[src/rtl/rtc_irq_pkg.sv]
// Package: shared bit positions for the control and status bytes.
// Assumes an 8-bit control byte and an 8-bit status byte.
package rtc_irq_pkg;
    localparam int SEL_W   = 4;
    // control byte
    localparam int C_WDOG  = 7;
    localparam int C_PDOWN = 6;
    localparam int C_PSEN  = 5;
    localparam int C_ALEN  = 4;
    // status byte
    localparam int S_WDOG  = 6;
    localparam int S_FTU   = 4;
    localparam int S_IRQ   = 3;
    localparam int S_PS    = 2;
    localparam int S_ALM   = 1;
    localparam int S_PER   = 0;
endpackage

[src/rtl/rtc_periodic_sel.sv]
// Periodic source selector: detects rising edges on the prescaler taps and
// picks one edge or carry pulse by the select code.
// Assumes the taps are synchronous to clk and NUM_TAPS + 4 <= 2**SEL_W.
module rtc_periodic_sel #(
    parameter int NUM_TAPS = 12,
    parameter int SEL_W    = 4
) (
    input  logic                clk,
    input  logic                rst_n,
    input  logic [SEL_W-1:0]    sel,
    input  logic [NUM_TAPS-1:0] taps,
    input  logic                min_carry,
    input  logic                hour_carry,
    input  logic                day_carry,
    output logic                evt
);
    localparam int NSRC = 2 ** SEL_W;

    logic [NUM_TAPS-1:0] prev_q;
    logic [NUM_TAPS-1:0] rise;
    logic [NSRC-1:0]     src;

    // remember the last tap levels for edge detection
    always_ff @(posedge clk) begin
        if (!rst_n) prev_q <= '0;
        else        prev_q <= taps;
    end

    assign rise = taps & ~prev_q;

    // build the source vector indexed by select code; code 0 stays idle
    always_comb begin
        src = '0;
        for (int k = 0; k < NUM_TAPS; k++) src[k+1] = rise[k];
        src[NUM_TAPS+1] = min_carry;
        src[NUM_TAPS+2] = hour_carry;
        src[NUM_TAPS+3] = day_carry;
    end

    assign evt = src[sel];
endmodule

[src/rtl/rtc_wdog.sv]
// Chip-enable watchdog: counts time-base ticks since the last transfer-free
// CE pulse and issues a CPU reset pulse when the limit is reached.
// Assumes ce and ce_xfer are synchronous to clk; ce_xfer is valid at CE fall.
module rtc_wdog #(
    parameter int WD_LIMIT   = 2,
    parameter int CPUR_PULSE = 4
) (
    input  logic clk,
    input  logic rst_n,
    input  logic en,
    input  logic ce,
    input  logic ce_xfer,
    input  logic wd_tick,
    output logic fire,
    output logic rst_active
);
    localparam int CW = $clog2(WD_LIMIT + 1);
    localparam int PW = $clog2(CPUR_PULSE + 1);

    logic          ce_q;
    logic          service;
    logic [CW-1:0] cnt_q;
    logic [PW-1:0] pcnt_q;

    // track CE for falling-edge detection
    always_ff @(posedge clk) begin
        if (!rst_n) ce_q <= 1'b0;
        else        ce_q <= ce;
    end

    assign service = ce_q & ~ce & ~ce_xfer;
    assign fire    = en & wd_tick & ~service & (cnt_q == CW'(WD_LIMIT - 1));

    // tick counter, restarted on service, fire or disable
    always_ff @(posedge clk) begin
        if (!rst_n)                    cnt_q <= '0;
        else if (!en || service || fire) cnt_q <= '0;
        else if (wd_tick)              cnt_q <= cnt_q + 1'b1;
    end

    // stretch the fire event into a reset pulse
    always_ff @(posedge clk) begin
        if (!rst_n)            pcnt_q <= '0;
        else if (fire)         pcnt_q <= PW'(CPUR_PULSE);
        else if (pcnt_q != '0) pcnt_q <= pcnt_q - 1'b1;
    end

    assign rst_active = (pcnt_q != '0);
endmodule

[src/rtl/rtc_irq_status.sv]
// Status byte: sets flags from events, delays the alarm to the oscillator
// tick, and clears flags on read except power-sense.
// Assumes event inputs are already gated by their enables.
module rtc_irq_status
    import rtc_irq_pkg::*;
(
    input  logic       clk,
    input  logic       rst_n,
    input  logic       alm_evt,
    input  logic       osc_tick,
    input  logic       ps_evt,
    input  logic       per_evt,
    input  logic       wd_fire,
    input  logic       ps_clr,
    input  logic       stat_rd,
    output logic [7:0] status,
    output logic       irq_set
);
    logic       alm_pend_q;
    logic       alm_set;
    logic [7:0] st_q;
    logic [7:0] st_d;

    assign alm_set = alm_pend_q & osc_tick;
    assign irq_set = alm_set | ps_evt | per_evt;

    // hold a match until the next oscillator tick
    always_ff @(posedge clk) begin
        if (!rst_n) alm_pend_q <= 1'b0;
        else        alm_pend_q <= alm_evt | (alm_pend_q & ~osc_tick);
    end

    // next status: read-clear first, then new events on top
    always_comb begin
        st_d = stat_rd ? (st_q & (8'd1 << S_PS)) : st_q;
        if (wd_fire) st_d[S_WDOG] = 1'b1;
        if (irq_set) st_d[S_IRQ]  = 1'b1;
        if (ps_clr)  st_d[S_PS]   = 1'b0;
        if (ps_evt)  st_d[S_PS]   = 1'b1;
        if (alm_set) st_d[S_ALM]  = 1'b1;
        if (per_evt) st_d[S_PER]  = 1'b1;
    end

    // status register, first-time-up on reset
    always_ff @(posedge clk) begin
        if (!rst_n) st_q <= 8'd1 << S_FTU;
        else        st_q <= st_d;
    end

    assign status = st_q;
endmodule

[src/rtl/rtc_irq_ctrl.sv]
// Top: interrupt control byte, power-sense arming, power-down output gating,
// and the interrupt line. Writes are ignored while power-down is active.
// Assumes all inputs are synchronous to clk.
module rtc_irq_ctrl
    import rtc_irq_pkg::*;
#(
    parameter int NUM_TAPS   = 12,
    parameter int WD_LIMIT   = 2,
    parameter int CPUR_PULSE = 4
) (
    input  logic                clk,
    input  logic                rst_n,
    input  logic                icr_we,
    input  logic [7:0]          icr_wdata,
    input  logic                stat_rd,
    input  logic                alarm_match,
    input  logic                osc_tick,
    input  logic                pwr_fail,
    input  logic [NUM_TAPS-1:0] taps,
    input  logic                min_carry,
    input  logic                hour_carry,
    input  logic                day_carry,
    input  logic                ce,
    input  logic                ce_xfer,
    input  logic                wd_tick,
    output logic                int_n,
    output logic                cpur_n,
    output logic                pse,
    output logic                clkout_en,
    output logic                serial_en,
    output logic [7:0]          icr_o,
    output logic [7:0]          status_o
);
    logic [7:0] icr_q;
    logic       ps_armed_q;
    logic       wr_ok;
    logic       per_evt, ps_evt, alm_evt;
    logic       wd_fire, wd_rst;
    logic       irq_set;
    logic       pdown;

    assign pdown   = icr_q[C_PDOWN];
    assign wr_ok   = icr_we & ~pdown;
    assign ps_evt  = pwr_fail & icr_q[C_PSEN] & ps_armed_q;
    assign alm_evt = alarm_match & icr_q[C_ALEN];

    // control byte; an interrupt drops the power-down bit
    always_ff @(posedge clk) begin
        if (!rst_n) begin
            icr_q <= '0;
        end else begin
            if (wr_ok)   icr_q <= icr_wdata;
            if (irq_set) icr_q[C_PDOWN] <= 1'b0;
        end
    end

    // power-sense arms on a 0-to-1 write, disarms on event or 0 write
    always_ff @(posedge clk) begin
        if (!rst_n)                       ps_armed_q <= 1'b0;
        else if (wr_ok && !icr_wdata[C_PSEN]) ps_armed_q <= 1'b0;
        else if (wr_ok && !icr_q[C_PSEN]) ps_armed_q <= 1'b1;
        else if (ps_evt)                  ps_armed_q <= 1'b0;
    end

    rtc_periodic_sel #(.NUM_TAPS(NUM_TAPS), .SEL_W(SEL_W)) u_per (
        .clk(clk), .rst_n(rst_n), .sel(icr_q[SEL_W-1:0]), .taps(taps),
        .min_carry(min_carry), .hour_carry(hour_carry), .day_carry(day_carry),
        .evt(per_evt)
    );

    rtc_wdog #(.WD_LIMIT(WD_LIMIT), .CPUR_PULSE(CPUR_PULSE)) u_wd (
        .clk(clk), .rst_n(rst_n), .en(icr_q[C_WDOG]), .ce(ce),
        .ce_xfer(ce_xfer), .wd_tick(wd_tick), .fire(wd_fire), .rst_active(wd_rst)
    );

    rtc_irq_status u_st (
        .clk(clk), .rst_n(rst_n), .alm_evt(alm_evt), .osc_tick(osc_tick),
        .ps_evt(ps_evt), .per_evt(per_evt), .wd_fire(wd_fire),
        .ps_clr(wr_ok & ~icr_wdata[C_PSEN]), .stat_rd(stat_rd),
        .status(status_o), .irq_set(irq_set)
    );

    assign int_n     = ~status_o[S_IRQ];
    assign pse       = ~pdown;
    assign clkout_en = ~pdown;
    assign serial_en = ~pdown;
    assign cpur_n    = ~pdown & ~wd_rst;
    assign icr_o     = icr_q;
endmodule

[config.mk]
export PLATFORM = sky130hd
export DESIGN_NAME = rtc_irq_ctrl
export DESIGN_NICKNAME = d
export VERILOG_FILES = /design/src/rtl/rtc_irq_pkg.sv /design/src/rtl/rtc_periodic_sel.sv /design/src/rtl/rtc_wdog.sv /design/src/rtl/rtc_irq_status.sv /design/src/rtl/rtc_irq_ctrl.sv
export SDC_FILE = /design/constraint.sdc
export NUM_CORES = 1
export LEC_CHECK = 0
export CORE_MARGIN = 4
export CORE_UTILIZATION = 47
export CTS_CLUSTER_SIZE = 8
export DETAILED_ROUTE_END_ITERATION = 10
export GPL_TIMING_DRIVEN = 0
export PLACE_DENSITY_LB_ADDON = 0.3
export SLEW_MARGIN = 25
export SYNTH_ARGS = -nofsm -noshare
export SYNTH_HDL_FRONTEND = slang
export SYNTH_SLANG_ARGS = --single-unit
[constraint.sdc]
create_clock -name clk -period 3 [get_ports clk]
set_clock_uncertainty 0.15 [all_clocks]
set_input_delay 0.6 -clock clk [delete_from_list [all_inputs] [get_ports clk]]
set_output_delay 0.6 -clock clk [all_outputs]
set_load 0.02 [all_outputs]
==> impl_metrics.tcl <==
set metrics [dict create \
    status "complete, no violations" \
    synth-seq-cells 34 \
    maxCapViolCount 0 \
    die_y_um 64.1 \
    drive_above_1_share_pct 8.89 \
    crit_slowest_cell "clkdlybuf4s50_1" \
    startpoint "u_wd.pcnt_q[0]" \
    wire_per_inst_um 13.2 \
    vias_per_cell 4.86 \
    coreArea_um2 3030 \
    path_cells "inv_1 > ha_1 > ha_1 > nor2b_1 > clkdlybuf4s50_1" \
    cts_tree "built" \
    max_stage_delay_ps 610 \
    setup-violations-final 0 \
    area_growth_pct 42.8 \
    path_clk_slew_ps 100 \
    overflow 0 \
    netlist.area_leader.share_pct 46.1 \
    start_util_pct 48.8 \
    io_buffers 51 \
    fmax_ghz 0.373 \
    synth_cell_type_count 36 \
    rsz0062_at_grt "no" \
    synthTopCellsByArea "dfxtp_1, nand2_1, a21boi_0, and2_1, ha_1" \
    clock-sinks 34 \
    relSlewSlack_pct 61.3 \
    vias 1307 \
    drtIter0Drc 60 \
    dieWidth_um 64.1 \
    dp_hpwl_um 2780 \
    htree_num_levels 2 \
    layout_commonest_cell "clkdlybuf4s50_1" \
    layoutNonFillerInstCount 269 \
    route.detailed.drc 0 \
    post_cts_buffers 0 \
    final_cell_mix "clkdlybuf4s50_1, dfxtp_1, nand2_1, and2_1, nor2_1" \
    syn_area_per_cell_um2 8.96 \
    holdBufCountCts 0 \
    synth-main-ff-cell "dfxtp_1" \
    num-nets-final 261 \
    fin_hold_ws_ps 341 \
    final-seq-area_um2 681 \
    root_buffer "clkbuf_4" \
    grt_max_degree 12 \
    die_area_um2 4100 \
    setup.worst_path.start_class "flip-flop" \
    seq_area_frac_synth_pct 46.1 \
    grt_pass1_wl_um 5780 \
    arrival_ps 1930 \
    hold_viol 0 \
    drt-pass1-iter-count 4 \
    cts_buffer_depth 2 \
    final_area_um2 2110 \
    synthesis.area_um2 1480 \
    drv_slew 0 \
    worst_slew_pin_slew_ps 579 \
    grtUsageTotal_pct 18.2 \
    path_delay_family "buffers and inverters" \
    antenna_cells 0 \
    period_needed_ps 2680 \
    cp.required_ps 2250 \
    drt-total-wl_um 3550 \
    multi_input_area_um2 684 \
    crit_path_end_kind "primary output" \
    grt_pass1_vias 1297 \
    synth-edff-count 0 \
    crit_buf_inv 2 \
    cts_resized 0 \
    synth_cells 165 \
    ys_warn_count 0 \
    postPlaceCellArea_um2 2050 \
    min_period_over_period_pct 89.5 \
    num_rows 20 \
    io-pin-count 54 \
    r2r-start "icr_o[2]" \
    grt_antenna_before_repair 0 \
    power.leakage_nw 0.840 \
    synth_top_area_cell "dfxtp_1" \
    setup_tns_ps 0 \
    n_fill_cell 264 \
    ant_nets 0 \
    cts_buffers 5 \
    min-delay-start "u_st.status[6]" \
    min_path_type "reg -> reg" \
    gp_congestion 0.768 \
    insertion_delay_ps 330 \
    powerDensity_nw_per_um2 505 \
    ir_worst_vdd_uv 317 \
    worst_path_most_repeated_cell "ha_1" \
    critPathKind "reg -> out" \
    dp_cells 261 \
    async_reset_ff_share_pct 0 \
    crit_fanout 5 \
]
## state kept, by name, indices dropped and copies added, names as in the netlist
signal           flops
u_wd.cnt_q           2
ps_armed_q           1
u_st.alm_pend_q      1
u_wd.ce_q            1
u_st.status          6
u_per.prev_q        12
u_wd.pcnt_q          3
icr_o                8
## through the flow
step	power, mW	setup slack [ps]	utilization [%]
4_1_cts	1.07	302	69.7
2_1_floorplan	0.681	1160	-
5_1_grt	1.12	230	69.7
3_5_place_dp	0.809	591	67.6
3_3_place_gp	0.796	597	67.6
6_report	1.07	316	69.7
## cells by family (layout without fill, tap and decap cells)
group,count (synthesis),count (layout),share of synthesized area (%)
fa+ha+maj,4,4,3.39
mux,4,4,2.71
simple gates,72,72,25.1
xor+xnor,1,1,0.593
compound gates,29,29,14.0
other cells,1,2,0.254
flops,34,34,46.1
buf+inv,20,79,7.88
## cell usage after synthesis (2+ instances only)
cell and count:
nor2_1 13, or3b_1 2, o32ai_1 2, buf_4 5
nand2_1 27, o211ai_1 2, nand3_1 2, nand2b_1 3
clkbuf_1 2, buf_6 3, nor2b_1 3, dfxtp_1 34
o21ai_0 3, ha_1 4, and2_1 13, mux2i_1 4
inv_1 10, a21boi_0 12, a21oi_1 4
## path summary, 6_finish.rpt
kind / endpoint / cells after the start / slack, ps
setup / recovery: cpur_n / 5 / 320
hold / removal: u_st.status[6] / 2 / 340
setup reg to reg: u_st.status[3] / 6 / 1210
hold reg to reg: u_st.status[6] / 2 / 340
## metal layers
metal | GRT usage [%] | part of all wire, %
met5 | 0 | 0
met4 | 5.66 | 1.1
met3 | 5.98 | 6.3
met2 | 32.0 | 51
met1 | 20.6 | 41
## report_power, final
part / total (mW) / switching [mW] / internal, mW
clock network: 0.266 / 0.154 / 0.113
registers: 0.509 / 0.0230 / 0.486
logic: 0.290 / 0.136 / 0.153
## worst register-to-register path, cell delays in order, from the launching register on
cell and delay (ps):
dfxtp_1 350, buf_6 140, or3b_1 390, a31oi_1 160
o21ai_1 110, a211oi_2 270, o31a_2 180
## area by class of cell
type	count	share of cell area, %
Buffer	10	3.73
Clock buffer	6	2.43
Clock inverter	2	0.593
Inverter	10	1.78
Multi-Input combinational cell	112	32.4
Sequential cell	34	32.2
Tap cell	44	2.61
Timing Repair Buffer	51	24.2
Power figures use the tool's default switching activity.
